<file path="src/rtl/ser_cfg_bank.sv">
module ser_cfg_bank #(
  parameter int          SYNC = 2,
  parameter logic [23:0] DEF0 = 24'h040000,
  parameter logic [23:0] DEF1 = 24'h800071,
  parameter logic [23:0] DEF2 = 24'hC00002,
  parameter logic [23:0] DEF3 = 24'h5A0003,
  parameter logic [23:0] DEF4 = 24'h0C4007,
  parameter logic [23:0] DEF5 = 24'h12300F
) (
  input  logic        clk,
  input  logic        rst_n,
  input  logic        ser_clk,
  input  logic        ser_data,
  input  logic        ser_le,
  input  logic        chip_en,
  input  logic        band_pin,
  output logic        pwr_on_o,
  output logic        band_hi_o,
  output logic        rxtx_o,
  output logic        fast_lock_o,
  output logic [3:0]  div_b_o,
  output logic [2:0]  div_a_o,
  output logic [9:0]  frac_o,
  output logic        dflt_sel_o,
  output logic        lock_en_o,
  output logic [1:0]  buf_lvl_o,
  output logic [1:0]  ref_sel_o,
  output logic [23:0] cfg2_o,
  output logic [23:0] cfg3_o,
  output logic [23:0] cfg4_o,
  output logic [23:0] cfg5_o
);
  logic [SYNC:0] ck_s, le_s, dt_s;
  logic [23:0]   sh, w0, w1, w2, w3, w4, w5;

  always_ff @(posedge clk or negedge rst_n)
    if (!rst_n) begin
      ck_s <= '0; le_s <= '0; dt_s <= '0;
    end else begin
      ck_s <= {ck_s[SYNC-1:0], ser_clk};
      le_s <= {le_s[SYNC-1:0], ser_le};
      dt_s <= {dt_s[SYNC-1:0], ser_data};
    end

  wire sclk_rise = ck_s[SYNC-1] & ~ck_s[SYNC];
  wire le_rise   = le_s[SYNC-1] & ~le_s[SYNC];
  wire upper_ok  = ~w1[23];
  wire sel0 = sh[1:0] == 2'b00;
  wire sel1 = sh[1:0] == 2'b01;
  wire sel2 = sh[1:0] == 2'b10;
  wire sel3 = sh[2:0] == 3'b011;
  wire sel4 = sh[3:0] == 4'b0111;
  wire sel5 = sh[4:0] == 5'b01111;

  always_ff @(posedge clk or negedge rst_n)
    if (!rst_n) sh <= '0;
    else if (sclk_rise) sh <= {sh[22:0], dt_s[SYNC-1]};

  always_ff @(posedge clk or negedge rst_n)
    if (!rst_n) begin
      w0 <= DEF0; w1 <= DEF1; w2 <= DEF2;
      w3 <= DEF3; w4 <= DEF4; w5 <= DEF5;
    end else if (le_rise) begin
      if (sel0) w0 <= sh;
      if (sel1) w1 <= sh;
      if (sel2) w2 <= sh;
      if (sel3 && upper_ok) w3 <= sh;
      if (sel4 && upper_ok) w4 <= sh;
      if (sel5 && upper_ok) w5 <= sh;
    end

  assign pwr_on_o    = chip_en & ~w0[22];
  assign band_hi_o   = band_pin | w0[19];
  assign rxtx_o      = w0[23];
  assign fast_lock_o = w0[21];
  assign div_b_o     = w0[18:15];
  assign div_a_o     = w0[14:12];
  assign frac_o      = w0[11:2];
  assign dflt_sel_o  = w1[23];
  assign lock_en_o   = w1[6];
  assign buf_lvl_o   = w1[5:4];
  assign ref_sel_o   = w1[3:2];
  assign cfg2_o      = w2;
  assign cfg3_o      = w1[23] ? DEF3 : w3;
  assign cfg4_o      = w1[23] ? DEF4 : w4;
  assign cfg5_o      = w1[23] ? DEF5 : w5;

  AST_SHIFT_HOLD: assert property (@(posedge clk) disable iff (!rst_n)
    !sclk_rise |=> $stable(sh));
  AST_NO_LATCH_NO_LOAD: assert property (@(posedge clk) disable iff (!rst_n)
    !le_rise |=> $stable({w0, w1, w2, w3, w4, w5}));
  AST_BAD_ADDR_DROP: assert property (@(posedge clk) disable iff (!rst_n)
    (le_rise && sh[4:0] == 5'b11111) |=> $stable({w0, w1, w2, w3, w4, w5}));
  AST_UPPER_LOCKED: assert property (@(posedge clk) disable iff (!rst_n)
    (le_rise && w1[23] && sh[1:0] == 2'b11) |=> $stable({w3, w4, w5}));
  AST_WORD0_LOAD: assert property (@(posedge clk) disable iff (!rst_n)
    (le_rise && sh[1:0] == 2'b00) |=> w0 == $past(sh));
endmodule

</file>
<file path="config.mk">
export PLATFORM = sky130hd
export DESIGN_NAME = ser_cfg_bank
export DESIGN_NICKNAME = d
export VERILOG_FILES = /design/src/rtl/ser_cfg_bank.sv
export SDC_FILE = /design/constraint.sdc
export NUM_CORES = 1
export LEC_CHECK = 0
export BUFFER_PORTS_ARGS = -buffer_cell sky130_fd_sc_hd__buf_2
export CAP_MARGIN = 15
export CORE_ASPECT_RATIO = 0.9
export CORE_MARGIN = 5
export CORE_UTILIZATION = 50
export CTS_CLUSTER_DIAMETER = 120
export DETAILED_ROUTE_END_ITERATION = 12
export GPL_ROUTABILITY_DRIVEN = 0
export PLACE_DENSITY = 0.74
export SYNTH_ARGS = -nofsm -noshare
export SYNTH_HDL_FRONTEND = slang
export SYNTH_SLANG_ARGS = --single-unit
</file>
<file path="constraint.sdc">
create_clock -name clk -period 1.8 [get_ports clk]
set_input_delay 0.27 -clock clk [delete_from_list [all_inputs] [get_ports clk]]
set_output_delay 0.27 -clock clk [all_outputs]
set_load 0.02 [all_outputs]
</file>
* Word level (Yosys, flattened, before mapping)
Index checks and enable logic that the tools add are counted.
** Cells by class
- Equal/unequal tests :: 5
- Reduce and logical (&&, ||, !) cells :: 10
- Muxes and demuxes :: 3
- Bitwise logic cells :: 8
** Operators with widths (number)
- $mux 24 :: 3
- $reduce_and 2->1 :: 6
- $eq 5x4->1 const B :: 1
- $eq 4x3->1 const B :: 1
- $not 1->1 :: 4
- $and 1x1->1 :: 3
- $eq 3x2->1 const B :: 1
- $logic_and 1x1->1 :: 3
- $eq 2x1->1 const B :: 1
- $eq 2x2->1 const B :: 1
- $logic_not 2->1 :: 1
- $or 1x1->1 :: 1
** Word-level totals
- Register bits after elaboration :: 176
- Word-level logic and storage cells :: 36

* Logic depth before layout (Yosys ltp)
Gate-level depths: netlist of the first run.
- Depth in word-level cells :: 3
- Gate-level depth with buffers :: 5
- Depth with buffers taken out :: 3

* Least setup slack after synthesis of the first run
OpenSTA, ideal clock, no wires.
- Kind :: reg-to-output
- Start point :: reg w1[23]
- End point :: out cfg3_o[10]
- Arrival time :: 1.376 ns
- Path slack :: 0.154 ns
- Cell stages (with the launch flop) :: 4
- Path through :: dfstp_2 clkbuf_1 clkbuf_1 nor2b_1
** On the way
- Word-level cells in the longest chain between the ends :: 1
** RTL lines
- start, declared :: RTL line 34 : logic [23:0] sh, w0, w1, w2, w3, w4, w5;
- start signal, assigned :: RTL line 65 : if (sel1) w1 <= sh;
- $mux 24 :: RTL line 84 : assign cfg3_o = w1[23] ? DEF3 : w3;
- end, declared :: RTL line 29 : output logic [23:0] cfg3_o,
No other way between the ends.

* Worst setup path after layout of the first run
- Start point :: reg w1[23]
- End point :: out cfg5_o[6]
** On the way
- Word-level cells in the longest chain between the ends :: 1
** RTL lines
- $mux 24 :: RTL line 86 : assign cfg5_o = w1[23] ? DEF5 : w5;
- end, declared :: RTL line 31 : output logic [23:0] cfg5_o
No other way between the ends.

==> flow_metrics.py, run 1 <==
metrics = {
    "logic_synthesis": {
        "ys.flop_type": "dfrtp_1",
        "async_reset_ff_share_pct": 100.0,
        "synth_xor_area_share_pct": 0,
        "synthDistinctLibCells": 22,
        "synth_compound_area_share_pct": 0.07808,
        "syn_area_sq_um": 6410,
        "ys_ff_latch": 155,
        "synthTopCellsByArea": "dfrtp_1 50%, mux2_2 20%, dfstp_2 11%, nor2b_1 5.6%, mux2_4 4.0%",
        "synth-adder-area-share_pct": 0,
        "yosysSeqAreaShare_pct": 61.06,
        "synthesis.nets": 434,
        "yosysMostFrequentCell": "dfrtp_1",
        "synth_common_cells": "127 x dfrtp_1, 115 x mux2_2, 57 x nor2b_1",
        "synth_edf_count": 0,
        "synth_top_family_by_area": "multiplexers",
        "yosysTopAreaCell": "dfrtp_1",
        "avgSynthCellArea_sq_um": 15.01,
        "yosys_warnings": 0,
        "synthMuxAreaShare_pct": 24.19,
        "synth-simple-area-share_pct": 10.54,
        "synth_top_cell_area_share_pct": 49.58,
        "synthCells": 427,
    },
    "critical_path": {
        "cp-start-kind": "flop",
        "path_max_fanout": 6,
        "crit_slowest_cell": "dfstp_2",
        "r2r_start": "le_s[2]$_DFF_PN0_",
        "worstPathArrival_ns": 1.56,
        "r2r_cells": 5,
        "reg2reg_to": "w5[21]$_DFFE_PN0P_",
        "rrSetupSlack_ns": 0.12,
        "crit_chain": "buf_12 > clkbuf_16 > nor2b_4 > buf_6",
        "critPathLaunch": "w1[23]$_DFFE_PN1P_",
        "crit_buf_inv": 3,
        "slowest_delay_ns": 0.65,
        "crit_type": "reg -> out",
        "crit_end": "cfg5_o[6]",
        "path_delay_family": "flip-flops",
        "crit_cells": 4,
        "required_ns": 1.53,
        "critPathCaptureType": "output pin",
    },
    "cts": {
        "clockBufferDepth": 2,
        "cts_tree": "yes",
        "cts_buffers": 17,
        "cts.sinks": 155,
        "htree_levels": 4,
        "clk_pin_slew_worst_paths_ns": 0.06,
        "root_buffer": "clkbuf_16",
        "clk_latency_ns": 0.41,
    },
    "placement": {
        "portBuffers": 129,
        "post-dp-hpwl_mm": 8.953,
        "placed_area_sq_um": 7253,
        "dp_cells": 703,
        "place_ws_ns": 0.08883,
    },
    "grt": {
        "grt_use_total_pct": 18.69,
        "grt_use_met1_pct": 25.76,
        "grtUsageMet3_pct": 6.182,
        "grt-ovfl-total": 0,
        "grt_max_degree": 47,
        "met2_usage_pct": 28.69,
        "top_usage_layer": "met2",
        "grt_pass1_wl_mm": 22.17,
        "grt_pass1_vias": 4007,
        "antenna_found_initial": 0,
    },
    "sta": {
        "setup_slack_ns": -0.03426,
        "skew_ns": 0.006085,
        "period_minus_slack_ns": 1.834,
        "setup_violations": 19,
        "rsz0062_at_grt": "yes",
        "period_share_pct": 101.9,
        "fmax_mhz": 545.2,
        "hold_viol_final": 0,
        "whs_ns": 0.3533,
        "finalMaxSlewViolations": 0,
        "worst_slew_pin_slew_ns": 0.4606,
        "maxSlewHeadroom_pct": 69.30,
    },
    "cells_and_area": {
        "layout.cells.non_filler": 745,
        "utilization_pct": 65.53,
        "final_layout_size_suffix_gt1_share_pct": 67.64,
        "antenna_cells": 0,
        "area_growth_pct": 29.20,
        "post-route-cell-area_sq_um": 8282,
        "fin_nets": 575,
    },
    "pwr": {
        "p_sw_share_pct": 29.37,
        "p_comb_share_pct": 24.5,
        "power_leakage_nw": 4.343,
        "p_per_area_nw_per_um2": 1361,
        "switching_power_mw": 3.309,
        "ir_drop_mv": 1.255,
        "power.clock.fraction_pct": 32.4,
        "seq_power_share_pct": 43.2,
        "p_int_mw": 7.960,
    },
    "route": {
        "wl_per_cell_um": 18.92,
        "drc": 0,
        "routed_wl_mm": 14.10,
        "viasPerCell": 5.055,
        "via_count": 3766,
        "ant_nets": 0,
        "dr.first_iter.drc_count": 198,
        "first_pass_iters": 4,
    },
    "job": {
        "cap_viol_max_count": 0,
    },
    "die": {
        "rows": 39,
        "core-area_sq_um": 12640,
        "die_w_um": 129.4,
        "start_util_pct": 50.72,
        "die_h_um": 117.4,
        "ios": 130,
        "dieArea_sq_um": 15190,
    },
    "status": {
        "violations": "negative setup slack",
        "outcome": "complete, but fails checks",
    },
    "hold_path": {
        "hp-class": "reg -> reg",
    },
}
## layout make-up
| type | instances | area, sq um |
|---|---|---|
| fill | 945 | 4357 |
| inverter | 1 | 3.754 |
| multi-input combinational | 232 | 2316 |
| clock buffer | 25 | 495.5 |
| clock inverter | 7 | 111.4 |
| timing repair buffer | 161 | 1236 |
| sequential | 155 | 3914 |
| tap | 164 | 205.2 |
## logic make-up (layout without fill, tap and decap cells)
group,Yosys count,after routing
flip-flops,155,155
AND/OR/NAND/NOR,99,99
multiplexers,132,132
AO/OA/AOI/OAI,1,1
buffers and inverters,40,194
## per-layer routing
metal | vias to the layer above | routed length, um | part of all wire, %
li1 | 1713 | - | -
met1 | 1943 | 6307 | 45
met2 | 101 | 6904 | 49
met3 | 9 | 780 | 5.5
met4 | 0 | 106 | 0.75
met5 | - | 0 | 0
## worst min-delay path by stage
stage / endpoint / slack (ns) / depth (start not counted) / startpoint
floorplan: cfg2_o[0]$_DFFE_PN0P_ / -0.03 / 0 / rst_n
global placement: cfg2_o[0]$_DFFE_PN0P_ / 0.23 / 1 / rst_n
detailed placement: cfg2_o[0]$_DFFE_PN0P_ / 0.24 / 1 / rst_n
CTS: ck_s[1]$_DFF_PN0_ / 0.36 / 0 / ck_s[0]$_DFF_PN0_
global route: le_s[1]$_DFF_PN0_ / 0.37 / 0 / le_s[0]$_DFF_PN0_
finish: ck_s[1]$_DFF_PN0_ / 0.35 / 0 / ck_s[0]$_DFF_PN0_
## state kept, by name, summed over array words and instances, names as in the netlist
register  cells
le_s          3
cfg2_o       24
w3           24
w5           24
w4           24
w1            6
ck_s          3
w0           21
dt_s          2
sh           24
## stage by stage
stage                     total power [mW]  TNS [ns]
final                                11.27   -0.4784
after global routing                 11.82    -2.935
after CTS                            11.16    -2.216
after detailed placement             7.467         0
after global placement               7.367         0
after floorplan                      6.613         0
## cells in the final DEF, fill, tap and decap left out
cell,Yosys,routed
nor3b_4,0,1
dlygate4sd3_1,0,4
clkinv_2,0,2
dfrtp_1,127,127
nor3b_2,2,1
inv_1,1,1
o21ai_0,1,1
bufinv_16,0,3
and2_1,1,1
or3_2,0,1
clkbuf_16,0,19
clkbuf_1,10,4
nor2b_4,0,8
buf_2,7,89
nor2b_2,0,5
clkbuf_8,0,4
nor3_2,0,1
nand4b_4,1,1
dfstp_2,28,28
nand2_1,1,1
or2_2,29,29
mux2_2,115,115
nand2b_1,4,4
mux2_4,17,17
buf_6,1,26
clkinvlp_4,0,1
buf_4,19,32
clkinv_1,0,1
nor2b_1,57,44
buf_12,1,7
buf_16,0,1
nor4_4,2,2
## timing repair
action	4_1_cts	5_1_grt
hold endpoints to repair	35	0
hold buffers	4	0
buffers inserted	1	1
endpoints found under the setup margin	64	63
resized for setup	3	80
cloned	1	3
## power groups by stage
| stage | clock (mW) | combinational, mW | sequential (mW) |
|---|---|---|---|
| 6_report | 3.65 | 2.76 | 4.87 |
| 5_1_grt | 3.90 | 2.94 | 4.98 |
| 4_1_cts | 3.70 | 2.59 | 4.86 |
| 3_5_place_dp | 0 | 2.56 | 4.91 |
| 3_3_place_gp | 0 | 2.51 | 4.85 |
| 2_1_floorplan | 0 | 1.69 | 4.93 |
(Power assumes the default switching activity.)
==> run 2: changes to the inputs <==
RECOVER_POWER = 50   (was unset)
==> flow_metrics.py, run 2 (same netlist as run 1, synthesis figures left out) <==
metrics = {
    "route": {
        "routed_wl_mm": 14.07,
        "viasPerCell": 5.066,
        "drc": 0,
        "ant_nets": 0,
        "via_count": 3774,
        "wl_per_cell_um": 18.89,
        "dr.first_iter.drc_count": 183,
        "first_pass_iters": 4,
    },
    "cells_and_area": {
        "fin_nets": 575,
        "final_layout_size_suffix_gt1_share_pct": 64.72,
        "nFillCells": 957,
        "antenna_cells": 0,
        "area_growth_pct": 28.44,
        "layout.cells.non_filler": 745,
        "final_common_cell": "dfrtp_1",
        "layout_common_cells": "127 x dfrtp_1, 115 x mux2_2, 72 x buf_2, 44 x nor2b_1, 31 x buf_4",
    },
    "die": {
        "rows": 39,
        "die_h_um": 117.4,
        "ios": 130,
        "dieArea_sq_um": 15190,
        "core-area_sq_um": 12640,
        "start_util_pct": 50.72,
        "die_w_um": 129.4,
    },
    "cts": {
        "clk_latency_ns": 0.41,
        "htree_levels": 4,
        "cts.sinks": 155,
        "root_buffer": "clkbuf_16",
        "clk_pin_slew_worst_paths_ns": 0.06,
        "cts_tree": "yes",
        "cts_buffers": 17,
        "clockBufferDepth": 2,
    },
    "critical_path": {
        "worstPathArrival_ns": 1.56,
        "crit_slowest_cell": "dfstp_2",
        "rrSetupSlack_ns": 0.12,
        "crit_chain": "buf_12 > clkbuf_16 > nor2b_4 > buf_6",
        "critPathCaptureType": "output pin",
        "slowest_delay_ns": 0.65,
        "crit_type": "reg -> out",
        "path_max_fanout": 6,
        "required_ns": 1.53,
        "cp-start-kind": "flop",
    },
    "grt": {
        "antenna_found_initial": 0,
        "top_usage_layer": "met2",
        "grt_pass1_wl_mm": 22.17,
        "met2_usage_pct": 28.69,
        "grt-ovfl-total": 0,
        "grtUsageMet3_pct": 6.182,
        "grt_pass1_vias": 4007,
        "grt_use_met1_pct": 25.76,
        "grt_max_degree": 47,
        "grt_use_total_pct": 18.69,
    },
    "pwr": {
        "ir_drop_mv": 1.254,
        "power_leakage_nw": 4.263,
        "p_per_area_nw_per_um2": 1365,
    },
    "sta": {
        "finalMaxSlewViolations": 0,
        "tns_ns": -0.4953,
        "hold_viol_final": 0,
        "skew_ns": 0.006989,
        "period_minus_slack_ns": 1.834,
        "whs_ns": 0.3533,
        "rsz0062_at_grt": "yes",
        "period_share_pct": 101.9,
        "setup_slack_ns": -0.03387,
        "maxSlewHeadroom_pct": 22.04,
        "setup_violations": 19,
        "fmax_mhz": 545.3,
        "worst_slew_pin_slew_ns": 1.169,
    },
    "placement": {
        "dp_cells": 703,
        "post-dp-hpwl_mm": 8.953,
        "portBuffers": 129,
    },
    "status": {
        "violations": "negative setup slack",
        "outcome": "complete, but fails checks",
    },
    "hold_path": {
        "hp-class": "reg -> reg",
    },
    "job": {
        "cap_viol_max_count": 0,
    },
}
[run 2: changes by cell type in the layout (fill, tap and decap cells not counted), sizes merged]
cell	before	now
buf	155	136
clkbuf	27	46
[run 2: layout make-up]
cell class,instances,area [sq um],area share (%)
flip-flops and latches,155,3914,47.54
multi-input cells,232,2316,28.13
repair buffers,161,1187,14.42
clock buffers,25,495.5,6.018
well taps,164,205.2,2.492
clock inverters,7,111.4,1.353
inverters,1,3.754,0.04559
[run 2: critical path, delay by kind of cell (launching register included)]
family | cells | cell delay (ns)
and+or+nand+nor | 1 | 0.04
buffers and inverters | 3 | 0.45
DFF | 1 | 0.65
[run 2: path summary, 6_finish.rpt]
kind	from	to	cells after the start
max	w1[23]$_DFFE_PN1P_	cfg5_o[19]	4
min	ck_s[0]$_DFF_PN0_	ck_s[1]$_DFF_PN0_	0
max reg2reg	le_s[2]$_DFF_PN0_	w5[21]$_DFFE_PN0P_	5
min reg2reg	ck_s[0]$_DFF_PN0_	ck_s[1]$_DFF_PN0_	0
max in group asynchronous	rst_n	w5[12]$_DFFE_PN1P_	3
min in group asynchronous	rst_n	cfg2_o[21]$_DFFE_PN0P_	2
[run 2: power breakdown]
group          internal [mW]  switching, mW
clock                   2.32           1.33
combinational           1.32           1.40
sequential              4.29          0.584
total                   7.92           3.31
[run 2: what timing repair did]
| item | in CTS | in global routing |
|---|---|---|
| hold endpoints to repair | 35 | 0 |
| cloned | 1 | 3 |
| hold buffers | 4 | 0 |
| pin swaps | 0 | 0 |
| endpoints found under the setup margin | 64 | 63 |
| buffers inserted | 1 | 1 |
| gates resized for setup | 3 | 80 |
[run 2: routing by layer]
| layer | up-vias | wire length (um) |
|---|---|---|
| met2 | 99 | 6921 |
| li1 | 1711 | - |
| met5 | - | 0 |
| met1 | 1955 | 6286 |
| met4 | 0 | 102 |
| met3 | 9 | 759 |
[run 2: per-stage QoR]
| stage | power [mW] | setup slack, ns | util (%) | instance area [sq um] |
|---|---|---|---|---|
| after floorplan | 6.613 | 0.1536 | - | 6410 |
| after global placement | 7.367 | 0.1158 | 57.39 | 7253 |
| after detailed placement | 7.467 | 0.08883 | 57.39 | 7253 |
| after CTS | 11.16 | -0.08484 | 62.89 | 7949 |
| after global routing | 11.79 | -0.09205 | 65.14 | 8233 |
| final | 11.24 | -0.03387 | 65.14 | 8233 |
==> run 3: changes to the inputs <==
REMOVE_ABC_BUFFERS = 1   (was unset)
==> flow_metrics.py, run 3 (same netlist as run 1, synthesis figures left out) <==
metrics = {
    "grt": {
        "grt_pass1_wl_mm": 23.36,
        "grt_max_degree": 57,
        "grt_use_total_pct": 20.06,
        "grt-ovfl-total": 0,
        "antenna_found_initial": 0,
        "grt_pass1_vias": 4183,
    },
    "route": {
        "via_count": 3932,
        "drc": 0,
        "dr.first_iter.drc_count": 189,
        "wl_per_cell_um": 19.67,
        "routed_wl_mm": 14.83,
        "ant_nets": 0,
        "first_pass_iters": 4,
        "viasPerCell": 5.215,
    },
    "critical_path": {
        "crit_chain": "buf_6 > buf_16 > or2_4 > buf_6",
        "critPathCaptureType": "output pin",
        "reg2reg_to": "w4[17]$_DFFE_PN0P_",
        "critPathLaunch": "w1[23]$_DFFE_PN1P_",
        "crit_type": "reg -> out",
        "r2r_cells": 6,
        "path_delay_family": "flip-flops",
        "cp_common_cell": "buf_6",
        "crit_buf_inv": 3,
        "required_ns": 1.53,
        "r2r_start": "w1[23]$_DFFE_PN1P_",
        "rrSetupSlack_ns": 0.05,
        "slowest_delay_ns": 0.67,
        "worstPathArrival_ns": 1.60,
        "crit_slowest_cell": "dfstp_4",
        "path_max_fanout": 7,
        "cp-start-kind": "flop",
    },
    "cells_and_area": {
        "layout_common_cells": "126 x dfrtp_1, 115 x mux2_2, 70 x buf_2, 49 x nor2b_1, 31 x buf_6",
        "final_common_cell": "dfrtp_1",
        "antenna_cells": 0,
        "area_growth_pct": 31.19,
        "layout.cells.non_filler": 754,
        "multi_input_area_sq_um": 2337,
        "nFillCells": 913,
        "ff_latch_area_sq_um": 3919,
        "final_layout_size_suffix_gt1_share_pct": 64.75,
        "fin_nets": 584,
    },
    "cts": {
        "cts.sinks": 155,
        "cts_tree": "yes",
        "clk_pin_slew_worst_paths_ns": 0.06,
        "clk_latency_ns": 0.42,
        "root_buffer": "clkbuf_16",
        "clockBufferDepth": 2,
        "htree_levels": 4,
        "cts_buffers": 17,
    },
    "pwr": {
        "finalPower_mw": 11.08,
        "power_leakage_nw": 4.311,
        "ir_drop_mv": 1.069,
        "p_per_area_nw_per_um2": 1317,
    },
    "die": {
        "rows": 39,
        "die_h_um": 117.4,
        "die_w_um": 129.4,
        "dieArea_sq_um": 15190,
        "ios": 130,
        "start_util_pct": 50.72,
        "core-area_sq_um": 12640,
    },
    "sta": {
        "hold_viol_final": 0,
        "maxSlewHeadroom_pct": 47.33,
        "finalMaxSlewViolations": 0,
        "rsz0062_at_grt": "yes",
        "fmax_mhz": 534.4,
        "period_minus_slack_ns": 1.871,
        "setup_violations": 72,
        "skew_ns": 0.007116,
        "worst_slew_pin_slew_ns": 0.7900,
        "period_share_pct": 104.0,
        "setup_slack_ns": -0.07131,
        "whs_ns": 0.3466,
    },
    "hold_path": {
        "min_path_cells": 0,
        "hp-class": "reg -> reg",
        "hp-start": "ck_s[0]$_DFF_PN0_",
        "min_to": "ck_s[1]$_DFF_PN0_",
    },
    "placement": {
        "portBuffers": 129,
        "post-dp-hpwl_mm": 8.983,
        "place_ws_ns": 0.1227,
        "dp_cells": 703,
    },
    "status": {
        "violations": "negative setup slack",
        "outcome": "complete, but fails checks",
    },
    "job": {
        "cap_viol_max_count": 0,
    },
}
## run 3: cell count changes in the layout (fill, tap and decap cells not counted), moves of 3 or more
cell,change
buf_12,+3
buf_6,+5
or2_2,-20
buf_16,+4
nor2b_1,+5
clkinv_2,+3
nor2b_4,-4
or2_4,+20
## run 3: final cells by class
type / count / area share (%)
repair buffers: 170 / 16.41
inverters: 1 / 0.04464
multi-input cells: 232 / 27.79
well taps: 164 / 2.440
clock buffers: 24 / 5.609
flip-flops and latches: 155 / 46.60
clock inverters: 8 / 1.101
## run 3: how the worst max path moves through the flow
stage	to	slack [ns]	cells past startpoint
5_1_grt	cfg5_o[22]	-0.13	4
3_3_place_gp	w5[19]$_DFFE_PN0P_	0.18	5
6_report	cfg4_o[14]	-0.07	4
3_5_place_dp	w5[8]$_DFFE_PN0P_	0.12	5
2_1_floorplan	w3[23]$_DFFE_PN0P_	-0.79	2
4_1_cts	cfg5_o[14]	-0.09	4
## run 3: routing by layer
layer	part of all wire (%)	vias to the layer above	wire length (um)	global-route usage, %
met5	0	-	0	0
li1	-	1737	-	-
met4	0.88	0	130	4.659
met3	6.8	12	1004	6.955
met1	45	2057	6741	28.19
met2	47	126	6954	30.18
## run 3: where the power goes
| group | total [mW] | switching, mW | internal [mW] |
|---|---|---|---|
| combinational | 2.77 | 1.40 | 1.37 |
| clock | 3.42 | 1.32 | 2.10 |
| sequential | 4.88 | 0.592 | 4.29 |
## run 3: through the flow
| stage | util, % | instance area [sq um] | TNS (ns) |
|---|---|---|---|
| after floorplan | - | 6148 | -58.29 |
| after CTS | 66.25 | 8373 | -4.911 |
| after global routing | 66.54 | 8409 | -7.666 |
| final | 66.54 | 8409 | -3.076 |
| after global placement | 57.59 | 7278 | 0 |
| after detailed placement | 57.59 | 7278 | 0 |
## run 3: what timing repair did
action                     CTS  global route
hold buffers                 4             0
cloned                       5             2
resized for setup          102            11
buffers inserted             6             3
pin swaps                   21             1
hold endpoints to repair    31             0
setup endpoints to repair   69            92
## run 3: worst register-to-register path: stages (launching register included)
cell and delay, ns:
dfstp_4 0.50, buf_6 0.15, buf_4 0.14, nor4_4 0.16, buf_4 0.19, clkbuf_16 0.16
mux2_2 0.33
